`src/rtl/sw2_pkg.sv`:
```
package sw2_pkg;

   // Outcome of admission for one output queue in one cycle.
   typedef enum logic [1:0] {
      GR_NONE = 2'd0,
      GR_IN0  = 2'd1,
      GR_IN1  = 2'd2,
      GR_BOTH = 2'd3
   } grant_e;

   // Tie-break generator: Galois shift register with a maximal-length feedback mask.
   localparam int          TIE_W    = 16;
   localparam logic [15:0] TIE_MASK = 16'hB400;
   localparam logic [15:0] TIE_SEED = 16'hACE1;

   function automatic logic takes_in0(grant_e g);
      return (g == GR_IN0) || (g == GR_BOTH);
   endfunction

   function automatic logic takes_in1(grant_e g);
      return (g == GR_IN1) || (g == GR_BOTH);
   endfunction

endpackage

```
`src/rtl/sw2_lfsr.sv`:
```
module sw2_lfsr #(
   parameter int          W    = 16,
   parameter logic [W-1:0] MASK = '1,
   parameter logic [W-1:0] SEED = 1
) (
   input  logic clk,
   input  logic rst_n,
   output logic tie_bit
);

   logic [W-1:0] state;

   generate
      if (W < 3) begin : g_bad_w
         $error("sw2_lfsr: W must be at least 3");
      end
      if (SEED == '0) begin : g_bad_seed
         $error("sw2_lfsr: SEED must be non-zero");
      end
   endgenerate

   always_ff @(posedge clk or negedge rst_n) begin
      if (!rst_n) begin
         state <= SEED;
      end else if (state[0]) begin
         state <= (state >> 1) ^ MASK;
      end else begin
         state <= state >> 1;
      end
   end

   assign tie_bit = state[0];

   // the generator never falls into the all-zero lock-up state
   a_r4_lfsr_alive: assert property (@(posedge clk) disable iff (!rst_n)
      state != '0);

endmodule

```
`src/rtl/sw2_admit.sv`:
```
module sw2_admit
   import sw2_pkg::*;
#(
   parameter int DEPTH = 4,
   localparam int CNT_W = $clog2(DEPTH + 1)
) (
   input  logic             clk,
   input  logic             rst_n,
   input  logic             want0,
   input  logic             want1,
   input  logic [CNT_W-1:0] count,
   input  logic             drain,
   input  logic             tie_bit,
   output grant_e           grant
);

   int free_slots;

   always_comb begin
      free_slots = DEPTH - int'(count) + ((drain && (count != '0)) ? 1 : 0);
   end

   always_comb begin
      grant = GR_NONE;
      if (want0 && want1) begin
         if (free_slots >= 2) begin
            grant = GR_BOTH;
         end else if (free_slots == 1) begin
            grant = tie_bit ? GR_IN1 : GR_IN0;
         end
      end else if (want0) begin
         if (free_slots >= 1) grant = GR_IN0;
      end else if (want1) begin
         if (free_slots >= 1) grant = GR_IN1;
      end
   end

   // a queue never grants an input that is not asking for it
   a_r10_grant_needs_want: assert property (@(posedge clk) disable iff (!rst_n)
      (takes_in0(grant) -> want0) && (takes_in1(grant) -> want1));

endmodule

```
`src/rtl/sw2_fifo.sv`:
```
module sw2_fifo #(
   parameter int CELL_W = 11,
   parameter int DEPTH  = 4,
   localparam int IDX_W = $clog2(DEPTH),
   localparam int CNT_W = $clog2(DEPTH + 1)
) (
   input  logic              clk,
   input  logic              rst_n,
   input  logic [1:0]        push_cnt,
   input  logic [CELL_W-1:0] push_a,
   input  logic [CELL_W-1:0] push_b,
   input  logic              pop_rdy,
   output logic              head_valid,
   output logic [CELL_W-1:0] head,
   output logic [CNT_W-1:0]  count
);

   logic [CELL_W-1:0] mem [DEPTH];
   logic [IDX_W-1:0]  rd_ptr, rd_nxt, wa, wb;
   logic [CNT_W-1:0]  cnt_nxt;
   logic              pop;

   assign head_valid = (count != '0);
   assign head       = mem[rd_ptr];
   assign pop        = head_valid && pop_rdy;

   always_comb begin
      int a, b;
      a = int'(rd_ptr) + int'(count);
      if (a >= DEPTH) a = a - DEPTH;
      b = a + 1;
      if (b >= DEPTH) b = b - DEPTH;
      wa = IDX_W'(a);
      wb = IDX_W'(b);
      rd_nxt  = (int'(rd_ptr) + 1 >= DEPTH) ? '0 : rd_ptr + 1'b1;
      cnt_nxt = CNT_W'(int'(count) + int'(push_cnt) - (pop ? 1 : 0));
   end

   always_ff @(posedge clk or negedge rst_n) begin
      if (!rst_n) begin
         rd_ptr <= '0;
         count  <= '0;
      end else begin
         if (pop) rd_ptr <= rd_nxt;
         count <= cnt_nxt;
      end
   end

   always_ff @(posedge clk) begin
      if (push_cnt != 2'd0) mem[wa] <= push_a;
      if (push_cnt == 2'd2) mem[wb] <= push_b;
   end

   // occupancy never exceeds the depth
   a_r6_no_overflow: assert property (@(posedge clk) disable iff (!rst_n)
      int'(count) <= DEPTH);

   // a full queue takes a cell only while its head departs
   a_r6_full_needs_departure: assert property (@(posedge clk) disable iff (!rst_n)
      (int'(count) == DEPTH && push_cnt != 2'd0) |-> pop);

   // a stalled head cell is held stable
   a_r8_head_stable: assert property (@(posedge clk) disable iff (!rst_n)
      (head_valid && !pop_rdy) |=> (head_valid && $stable(head)));

endmodule

```
`src/rtl/sw2_switch_elem.sv`:
```
module sw2_switch_elem
   import sw2_pkg::*;
#(
   parameter int DATA_W = 8,
   parameter int ADDR_W = 3,
   parameter int STAGE  = 1,
   parameter int DEPTH  = 4,
   localparam int CELL_W  = ADDR_W + DATA_W,
   localparam int CNT_W   = $clog2(DEPTH + 1),
   localparam int SEL_BIT = ADDR_W - STAGE
) (
   input  logic              clk,
   input  logic              rst_n,
   input  logic              in0_valid,
   output logic              in0_ready,
   input  logic [ADDR_W-1:0] in0_dest,
   input  logic [DATA_W-1:0] in0_data,
   input  logic              in1_valid,
   output logic              in1_ready,
   input  logic [ADDR_W-1:0] in1_dest,
   input  logic [DATA_W-1:0] in1_data,
   output logic              out0_valid,
   input  logic              out0_ready,
   output logic [ADDR_W-1:0] out0_dest,
   output logic [DATA_W-1:0] out0_data,
   output logic              out1_valid,
   input  logic              out1_ready,
   output logic [ADDR_W-1:0] out1_dest,
   output logic [DATA_W-1:0] out1_data
);

   generate
      if (DATA_W < 1) begin : g_bad_data
         $error("sw2_switch_elem: DATA_W must be positive");
      end
      if (STAGE < 1 || STAGE > ADDR_W) begin : g_bad_stage
         $error("sw2_switch_elem: STAGE must lie in 1..ADDR_W");
      end
      if (DEPTH < 2) begin : g_bad_depth
         $error("sw2_switch_elem: DEPTH must be at least 2");
      end
   endgenerate

   logic [1:0]        route;
   logic [CELL_W-1:0] cell_in [2];
   logic [CELL_W-1:0] o_head  [2];
   logic [1:0]        o_valid, o_ready;
   logic [1:0]        take0, take1;
   logic              tie_bit;

   assign route[0]   = in0_dest[SEL_BIT];
   assign route[1]   = in1_dest[SEL_BIT];
   assign cell_in[0] = {in0_dest, in0_data};
   assign cell_in[1] = {in1_dest, in1_data};
   assign o_ready    = {out1_ready, out0_ready};

   sw2_lfsr #(
      .W    (TIE_W),
      .MASK (TIE_MASK),
      .SEED (TIE_SEED)
   ) u_tie (
      .clk     (clk),
      .rst_n   (rst_n),
      .tie_bit (tie_bit)
   );

   for (genvar p = 0; p < 2; p++) begin : g_port
      logic              want0, want1;
      logic [CNT_W-1:0]  cnt;
      logic [1:0]        push_cnt;
      logic [CELL_W-1:0] push_a;
      grant_e            grant;

      assign want0 = in0_valid && (route[0] == 1'(p));
      assign want1 = in1_valid && (route[1] == 1'(p));

      sw2_admit #(.DEPTH(DEPTH)) u_admit (
         .clk     (clk),
         .rst_n   (rst_n),
         .want0   (want0),
         .want1   (want1),
         .count   (cnt),
         .drain   (o_ready[p]),
         .tie_bit (tie_bit),
         .grant   (grant)
      );

      assign take0[p]  = takes_in0(grant);
      assign take1[p]  = takes_in1(grant);
      assign push_cnt  = {1'b0, take0[p]} + {1'b0, take1[p]};
      assign push_a    = take0[p] ? cell_in[0] : cell_in[1];

      sw2_fifo #(.CELL_W(CELL_W), .DEPTH(DEPTH)) u_queue (
         .clk        (clk),
         .rst_n      (rst_n),
         .push_cnt   (push_cnt),
         .push_a     (push_a),
         .push_b     (cell_in[1]),
         .pop_rdy    (o_ready[p]),
         .head_valid (o_valid[p]),
         .head       (o_head[p]),
         .count      (cnt)
      );
   end

   assign in0_ready = |take0;
   assign in1_ready = |take1;

   assign out0_valid             = o_valid[0];
   assign out1_valid             = o_valid[1];
   assign {out0_dest, out0_data} = o_head[0];
   assign {out1_dest, out1_data} = o_head[1];

   // ready is never raised toward an idle input
   a_r10_ready_needs_valid: assert property (@(posedge clk) disable iff (!rst_n)
      (in0_ready -> in0_valid) && (in1_ready -> in1_valid));

   // the first cycle after reset shows both queues empty
   a_r1_empty_after_reset: assert property (@(posedge clk) disable iff (!rst_n)
      !$past(rst_n) |-> (!out0_valid && !out1_valid));

   // a refused cell stays on its input, unchanged
   a_r7_blocked_retries: assert property (@(posedge clk) disable iff (!rst_n)
      (in0_valid && !in0_ready) |=> (in0_valid && $stable(in0_dest) && $stable(in0_data)));

   a_r7_blocked_retries_in1: assert property (@(posedge clk) disable iff (!rst_n)
      (in1_valid && !in1_ready) |=> (in1_valid && $stable(in1_dest) && $stable(in1_data)));

endmodule

```
`config.mk`:
```
export PLATFORM = sky130hd
export DESIGN_NAME = sw2_switch_elem
export DESIGN_NICKNAME = d
export VERILOG_FILES = /design/src/rtl/sw2_pkg.sv /design/src/rtl/sw2_lfsr.sv /design/src/rtl/sw2_admit.sv /design/src/rtl/sw2_fifo.sv /design/src/rtl/sw2_switch_elem.sv
export SDC_FILE = /design/constraint.sdc
export NUM_CORES = 1
export LEC_CHECK = 0
export BUFFER_PORTS_ARGS = -buffer_cell sky130_fd_sc_hd__buf_4
export CAP_MARGIN = 20
export CELL_PAD_IN_SITES_DETAIL_PLACEMENT = 1
export CELL_PAD_IN_SITES_GLOBAL_PLACEMENT = 2
export CORE_ASPECT_RATIO = 1.75
export CORE_MARGIN = 3
export CORE_UTILIZATION = 40
export CTS_CLUSTER_DIAMETER = 60
export DETAILED_ROUTE_END_ITERATION = 16
export PLACE_DENSITY = 0.82
export SYNTH_ARGS = -nofsm -noshare
export SYNTH_HDL_FRONTEND = slang
export SYNTH_SLANG_ARGS = --single-unit
```
`constraint.sdc`:
```
create_clock -name clk -period 6.5 [get_ports clk]
set_input_delay 1.3 -clock clk [delete_from_list [all_inputs] [get_ports clk]]
set_output_delay 1.3 -clock clk [all_outputs]
set_load 0.02 [all_outputs]
```
After elaboration in Yosys (flattened, before gate mapping)
Memories as Yosys holds them, arrays and structs flattened.
Cells that the tools add are included.
{"block": "word_totals", "word_cells": 104, "in_bits": 28, "n_memories": 2, "ram_bits": 88, "romBits": 0, "out_inout_bits": 26, "reg_bits": 26, "latch_bits": 0}
{"block": "classes", "reduce_logical": 18, "multipliers": 0, "n_addsub": 22, "mux": 34, "magnitude_cmp": 10, "n_bitwise": 3, "n_shift": 0, "eq_ne": 10, "div": 0}
{"memory": "g_port[0].u_queue.mem", "words": 4, "word_bits": 11, "rd": 1, "rd_ports_with_merged_regs": 0, "write_ports": 2, "line": "sw2_fifo.sv:18", "source": "logic [CELL_W-1:0] mem [DEPTH];"}
{"memory": "g_port[1].u_queue.mem", "words": 4, "word_bits": 11, "rd": 1, "rd_ports_with_merged_regs": 0, "write_ports": 2, "line": "sw2_fifo.sv:18"}
{"cell": "$ge 32x4->1 const B", "count": 6}
{"cell": "$add 32x2->32 const B", "count": 2}
{"cell": "$add 32x32->32", "count": 2}
{"cell": "$eq 32x2->1 const B", "count": 2}
{"cell": "$ge 32x2->1 const B", "count": 2}
{"cell": "$ge 32x3->1 const B", "count": 2}
{"cell": "$mux 32", "count": 2}
{"cell": "$sub 32x4->32 const B", "count": 2}
{"cell": "$mux 2", "count": 17}
{"cell": "$mux 11", "count": 2}
{"cell": "$mux 16", "count": 1}
{"cell": "$eq 2x2->1 const B", "count": 6}
{"cell": "$mux 1", "count": 12}
{"cell": "$add 2x3->4", "count": 2}
{"cell": "$logic_and 1x1->1", "count": 8}
{"cell": "$sub 3x3->4 const A", "count": 2}
{"cell": "$add 2x1->3 const B", "count": 2}
{"cell": "$add 3x2->3", "count": 2}
{"cell": "$reduce_bool 3->1", "count": 2}
{"cell": "$add 1x1->2", "count": 2}
{"cell": "$add 2x1->2 const B", "count": 2}
{"cell": "$eq 2x1->1 const B", "count": 2}
{"cell": "$logic_or 1x1->1", "count": 4}
{"cell": "$not 3->4", "count": 1}
{"cell": "6 further kinds", "count": 10}

Logic depth before layout (Yosys ltp)
{"block": "logic_depth", "depth_word": 15, "ltp_mapped": 20, "mapped_depth_nobuf": 20}

Modules after synthesis
Synthesis repeated with hierarchy kept, for this count alone.
{"block": "unflattened", "hier_cells": 398, "area_unflattened_um2": 6302.3}
{"mod": "sw2_fifo at g_port[1].u_queue", "instances": 1, "area_each_um2": 2617.5, "cells_per_inst": 148, "seq_area_each_um2": 1446.4}
{"mod": "sw2_fifo at g_port[0].u_queue", "instances": 1, "area_each_um2": 2531.2, "cells_per_inst": 143, "seq_area_each_um2": 1446.4}
{"mod": "sw2_lfsr", "instances": 1, "area_each_um2": 436.7, "cells_per_inst": 19, "seq_area_each_um2": 410.4}
{"mod": "sw2_switch_elem", "instances": 1, "area_each_um2": 404.1, "cells_per_inst": 44, "seq_area_each_um2": 0.0}
{"mod": "sw2_admit", "instances": 2, "area_each_um2": 156.4, "cells_per_inst": 22, "seq_area_each_um2": 0.0}

Worst setup path after synthesis
Ideal clock, no wire load.
{"block": "synth_path", "path_kind": "input port to output port", "from": "input port out1_ready", "to": "output port in1_ready", "path_stages": 14, "n_path_buf": 1, "arrival_ns": 4.518, "slack_ns": 0.682, "required_ns": 5.200, "path_cell_list": "nor2b_1 ha_1 and3b_1 nand2_1 ha_1 nor4b_1 nand3b_1 nor4_1 o21ai_1 nand2b_1 inv_1 ha_1 clkbuf_1 or4_1"}
{"block": "synth_via", "elab_chain_len": 11, "word_cells_on_any_way": 17, "cone_classes": "1 x add/sub; 2 x order compare; 3 x eq/ne; 8 x mux; 3 x reduce/logical"}
{"item": "from (decl)", "line": "sw2_switch_elem.sv:27", "source": "input logic out1_ready,"}
{"item": "$logic_and 1x1->1 *", "line": "sw2_admit.sv:20", "source": "free_slots = DEPTH - int'(count) + ((drain && (count != '0)) ? 1 : 0);"}
{"item": "$mux 1 *", "line": "sw2_admit.sv:20"}
{"item": "$add 32x32->32 *", "line": "sw2_admit.sv:20"}
{"item": "$ge 32x2->1", "line": "sw2_admit.sv:32, sw2_admit.sv:34"}
{"item": "$mux 2", "line": "sw2_admit.sv:34", "source": "if (free_slots >= 1) grant = GR_IN1;"}
{"item": "$mux 2", "line": "sw2_admit.sv:33", "source": "end else if (want1) begin"}
{"item": "$mux 2", "line": "sw2_admit.sv:31", "source": "end else if (want0) begin"}
{"item": "$mux 2 *", "line": "sw2_admit.sv:25", "source": "if (want0 && want1) begin"}
{"item": "$eq 2x2->1", "line": "sw2_pkg.sv:21", "source": "return (g == GR_IN1) || (g == GR_BOTH);"}
{"item": "$logic_or 1x1->1 *", "line": "sw2_pkg.sv:21"}
{"item": "$reduce_or 2->1 *", "line": "sw2_switch_elem.sv:107", "source": "assign in1_ready = |take1;"}
{"item": "to (decl)", "line": "sw2_switch_elem.sv:19", "source": "output logic in1_ready,"}
Every way passes the cells marked *; elsewhere a longest branch is shown, timed or not.

Worst setup path after layout
Ends and elaborated chain as after synthesis.

==> qor.txt <==
Most numerous cell types in the synthesized netlist: 88 x edfxtp_1, 54 x mux2_2, 36 x ha_1
Port Buffer Count: 53
Clock buffers created by TritonCTS: 17
RSZ-0062 raised after global routing: false
Hold Crit Class: flop to flop
Switch Pwr: 0.001466 W
Power density over the cells: 536.3 nW/µm²
Sort of element at the start of the critical path: primary input
Seq pwr share: 0.322
Post-synthesis adder-cell area fraction: 0.07924
Master of the slowest instance on the critical path: or4_1
Fraction of synthesized area in multiplexers: 0.2329
Internal Dissipation: 0.002526 W
Remaining DRCs: 0
EDFF count, synth: 88
Chip Width: 100.0 µm
Number of clock sinks seen by CTS: 114
Antenna diode count: 0
Detailed Route WL: 14680 µm
Max Root-Sink Buffers: 2
CTS root buf: clkbuf_16
Post-route standard cell area excluding fillers: 7443 µm²
Worst-case setup slack after placement: 0.2739 ns
Wire length of the first global-routing pass: 23000 µm
Overflow left after global routing: 0
Total iterations of the first detailed-routing run: 4
Dominant combinational cell family by area after synthesis: multiplexers
Num rows: 59
Net switching fraction of the power: 0.3672
Setup slack of the worst register-to-register path: 1.48 ns
Height of the die: 170.6 µm
Reg area: 3303 µm²
Sort of element at the end of the critical path: output port
Total of fill cells in the finished design: 1502
Share of synthesized registers carrying an async set or reset: 0.2281
Top Family by Delay on Critical Path: simple AND/OR/NAND/NOR gates
Share of power burned in the clock network: 0.242
Drt initial violations: 168
Vias in the first global route: 4111
Latest clock arrival within the worst-skew pair: 0.41 ns
Average cell area after synthesis: 15.21 µm²
Critical-path maximum fanout: 8
Post-Place Cell Area: 6822 µm²
Post-Syn Nets: 473
Combined area of the multi-input logic cells: 2728 µm²
Worst Tran Pin Value: 0.9092 ns
Maximum number of pins on one net before global-route repair: 27
Fraction of final layout cells sized beyond drive strength 1: 0.3963
Register bit count reported by yosys: 114
Worst IR drop on VDD: 205.4 µV
Min Hold Slack: 0.3459 ns
Overall power: 0.003992 W
Worst-case setup margin in the final layout: 0.3826 ns
Final-stage net count: 541
Highest cell delay on the worst timing path: 0.56 ns
Cells after synthesis: 407
Worst Path Class, Setup: primary input to output port
Leakage power: 2.905 nW
Overall die area: 17060 µm²
Final estimated routing congestion in global placement: 0.7594
GRT Total Usage: 0.1833
Post-synthesis simple-gate area fraction: 0.05983
Crit path buffers/inverters: 2
Syn. warnings: 0
Post-layout minimum cycle time: 6.117 ns
Final setup violation count: 0
Final-report max-slew violation count: 0
Core Footprint: 14990 µm²
Number of antenna violations at the first check in global routing: 0
Area Growth Syn to Fin: 20.25%
Most instantiated library cell after synthesis: edfxtp_1
Cell-by-cell listing of the critical path: buf_4 -> nor2b_1 -> ha_1 -> and3b_1 -> nand2_1 -> ha_1 -> nor4b_1 -> nand3b_1 -> nor4_2 -> nor2_1 -> o311a_1 -> ha_1 -> or4_1 -> buf_4
Post-synthesis xor/xnor area fraction: 0.02122
Highest achievable clock rate: 163.5 MHz
Area share of the leading cell type in the synthesized netlist: 0.4269
Total count of hold-check failures in the final report: 0
Average detailed-routed wire length per instance: 21.91 µm
Endpoint arrival time on the critical path: 4.82 ns
Normalized max-slew margin: 0.3920
Count of antenna-violating nets left after detailed routing: 0
Data required time of the worst path: 5.20 ns
Post-Syn Area: 6190 µm²
Detailed-route via count: 3752
Result of the run: completed
Number of max-cap violations: 0
Period utilisation layout: 0.9411
Fraction of power consumed by combinational cells: 0.435
Total I/O pin count: 54
Clock edge transition at the registers on the reported setup and hold paths: 0.05 ns
Initial Utilization: 0.4130
Detailed-placement wirelength estimate: 10260 µm
Clk_skew: 0.007331 ns
TritonCTS clock tree: yes
TNS Setup: 0 ns
Mean number of vias per cell: 5.600
Cells taking the most area after synthesis: edfxtp_1 43%, mux2_2 9.8%, mux4_2 8.0%
Prevailing post-synth register cell: edfxtp_1
Sequential share of the synthesized area: 0.5337
Cell repeated most along the worst path: ha_1
Depth of the CTS H-tree: 4
Synth Area in Compound Gates: 0.04447
Unique cell type count in the Yosys netlist: 51
Largest area contributor in the netlist: edfxtp_1
[final timing paths]
path | cells after the start | from | to
hold / removal | 0 | u_tie.state[2] | u_tie.state[1]
min in group asynchronous | 1 | rst_n | g_port[1].u_queue.count[1]
setup / recovery | 14 | out1_ready | in1_ready
hold reg to reg | 0 | u_tie.state[2] | u_tie.state[1]
max in group asynchronous | 1 | rst_n | u_tie.state[15]
setup reg to reg | 16 | g_port[0].u_queue.count[0] | g_port[0].u_queue.mem[0][0]
[power groups by stage]
stage               Combinational, W  Sequential [W]  Clock (W)
floorplan                    0.00123         0.00120          0
global placement             0.00169         0.00129          0
detailed placement           0.00175         0.00131          0
CTS                          0.00177         0.00130   0.000985
global route                 0.00190         0.00132    0.00101
finish                       0.00174         0.00129   0.000968
[repair_timing]
action                                  in CTS  in global routing
hold buffers                                 0                  0
gates resized for setup                      0                  2
endpoints found under the setup margin       0                  1
endpoints found under the hold margin        0                  0
buffers inserted                             0                  0
[cell families (layout without fill, tap and decap cells)]
group	count (synthesis)	in the layout
fa+ha+maj	38	38
compound gates	34	34
buf+inv	41	121
xor+xnor	15	15
flops	114	114
mux	106	106
simple gates	59	59
[worst register-to-register path: cells and delay by family, from the launching register on]
family                     cells  cell delay, ns
muxes                          1            0.42
DFF                            1            0.46
and+or+nand+nor                6            1.90
AOI/OAI and AO/OA              2            0.50
adders and majority gates      5            1.28
buffers and inverters          2            0.22
[cells in the final DEF (no fill, tap or decap), drive strengths merged, types with 2 or more instances in the layout]
cell type and n:
clkbuf 17, o21ai 3, a21oi 2, nor2b 10, nor2 9, xnor2 11, clkinvlp 3, a21boi 2
mux4 22, clkinv 5, nand2 13, bufinv 4, dfrtp 18, edfxtp 88, xor2 4, nand2b 4
nor4 3, nand4b 4, o22ai 2, dfstp 8, mux2 84, buf 62, inv 30, nand3b 5
o31ai 4, and3b 2, a21o 5, a31oi 6, nand3 5, o21a 2, ha 36, fa 2
[registers in the layout (all words and copies together), names as in the netlist]
register / count
g_port.u_queue.count: 6
g_port.u_queue.rd_ptr: 4
u_tie.state: 16
g_port.u_queue.mem: 88
[final cells by class]
cell class | instances | share of cell area
clock buffer | 17 | 0.05715
clock inverter | 14 | 0.02521
inverter | 28 | 0.01412
multi-input combinational | 252 | 0.3664
sequential | 114 | 0.4438
tap | 183 | 0.03076
timing repair buffer | 62 | 0.06253
[through the flow]
| step | util | instances |
|---|---|---|
| 2_1_floorplan | - | 407 |
| 3_3_place_gp | 0.4552 | 639 |
| 3_5_place_dp | 0.4552 | 639 |
| 4_1_cts | 0.4961 | 670 |
| 5_1_grt | 0.4967 | 670 |
| 6_report | 0.4967 | 670 |
[per-layer routing]
layer  track usage  share of wire
met1        0.1776           0.35
met3       0.04610          0.034
met4       0.07449          0.029
met5             0              0
met2        0.3591           0.59
(Power assumes the default switching activity.)
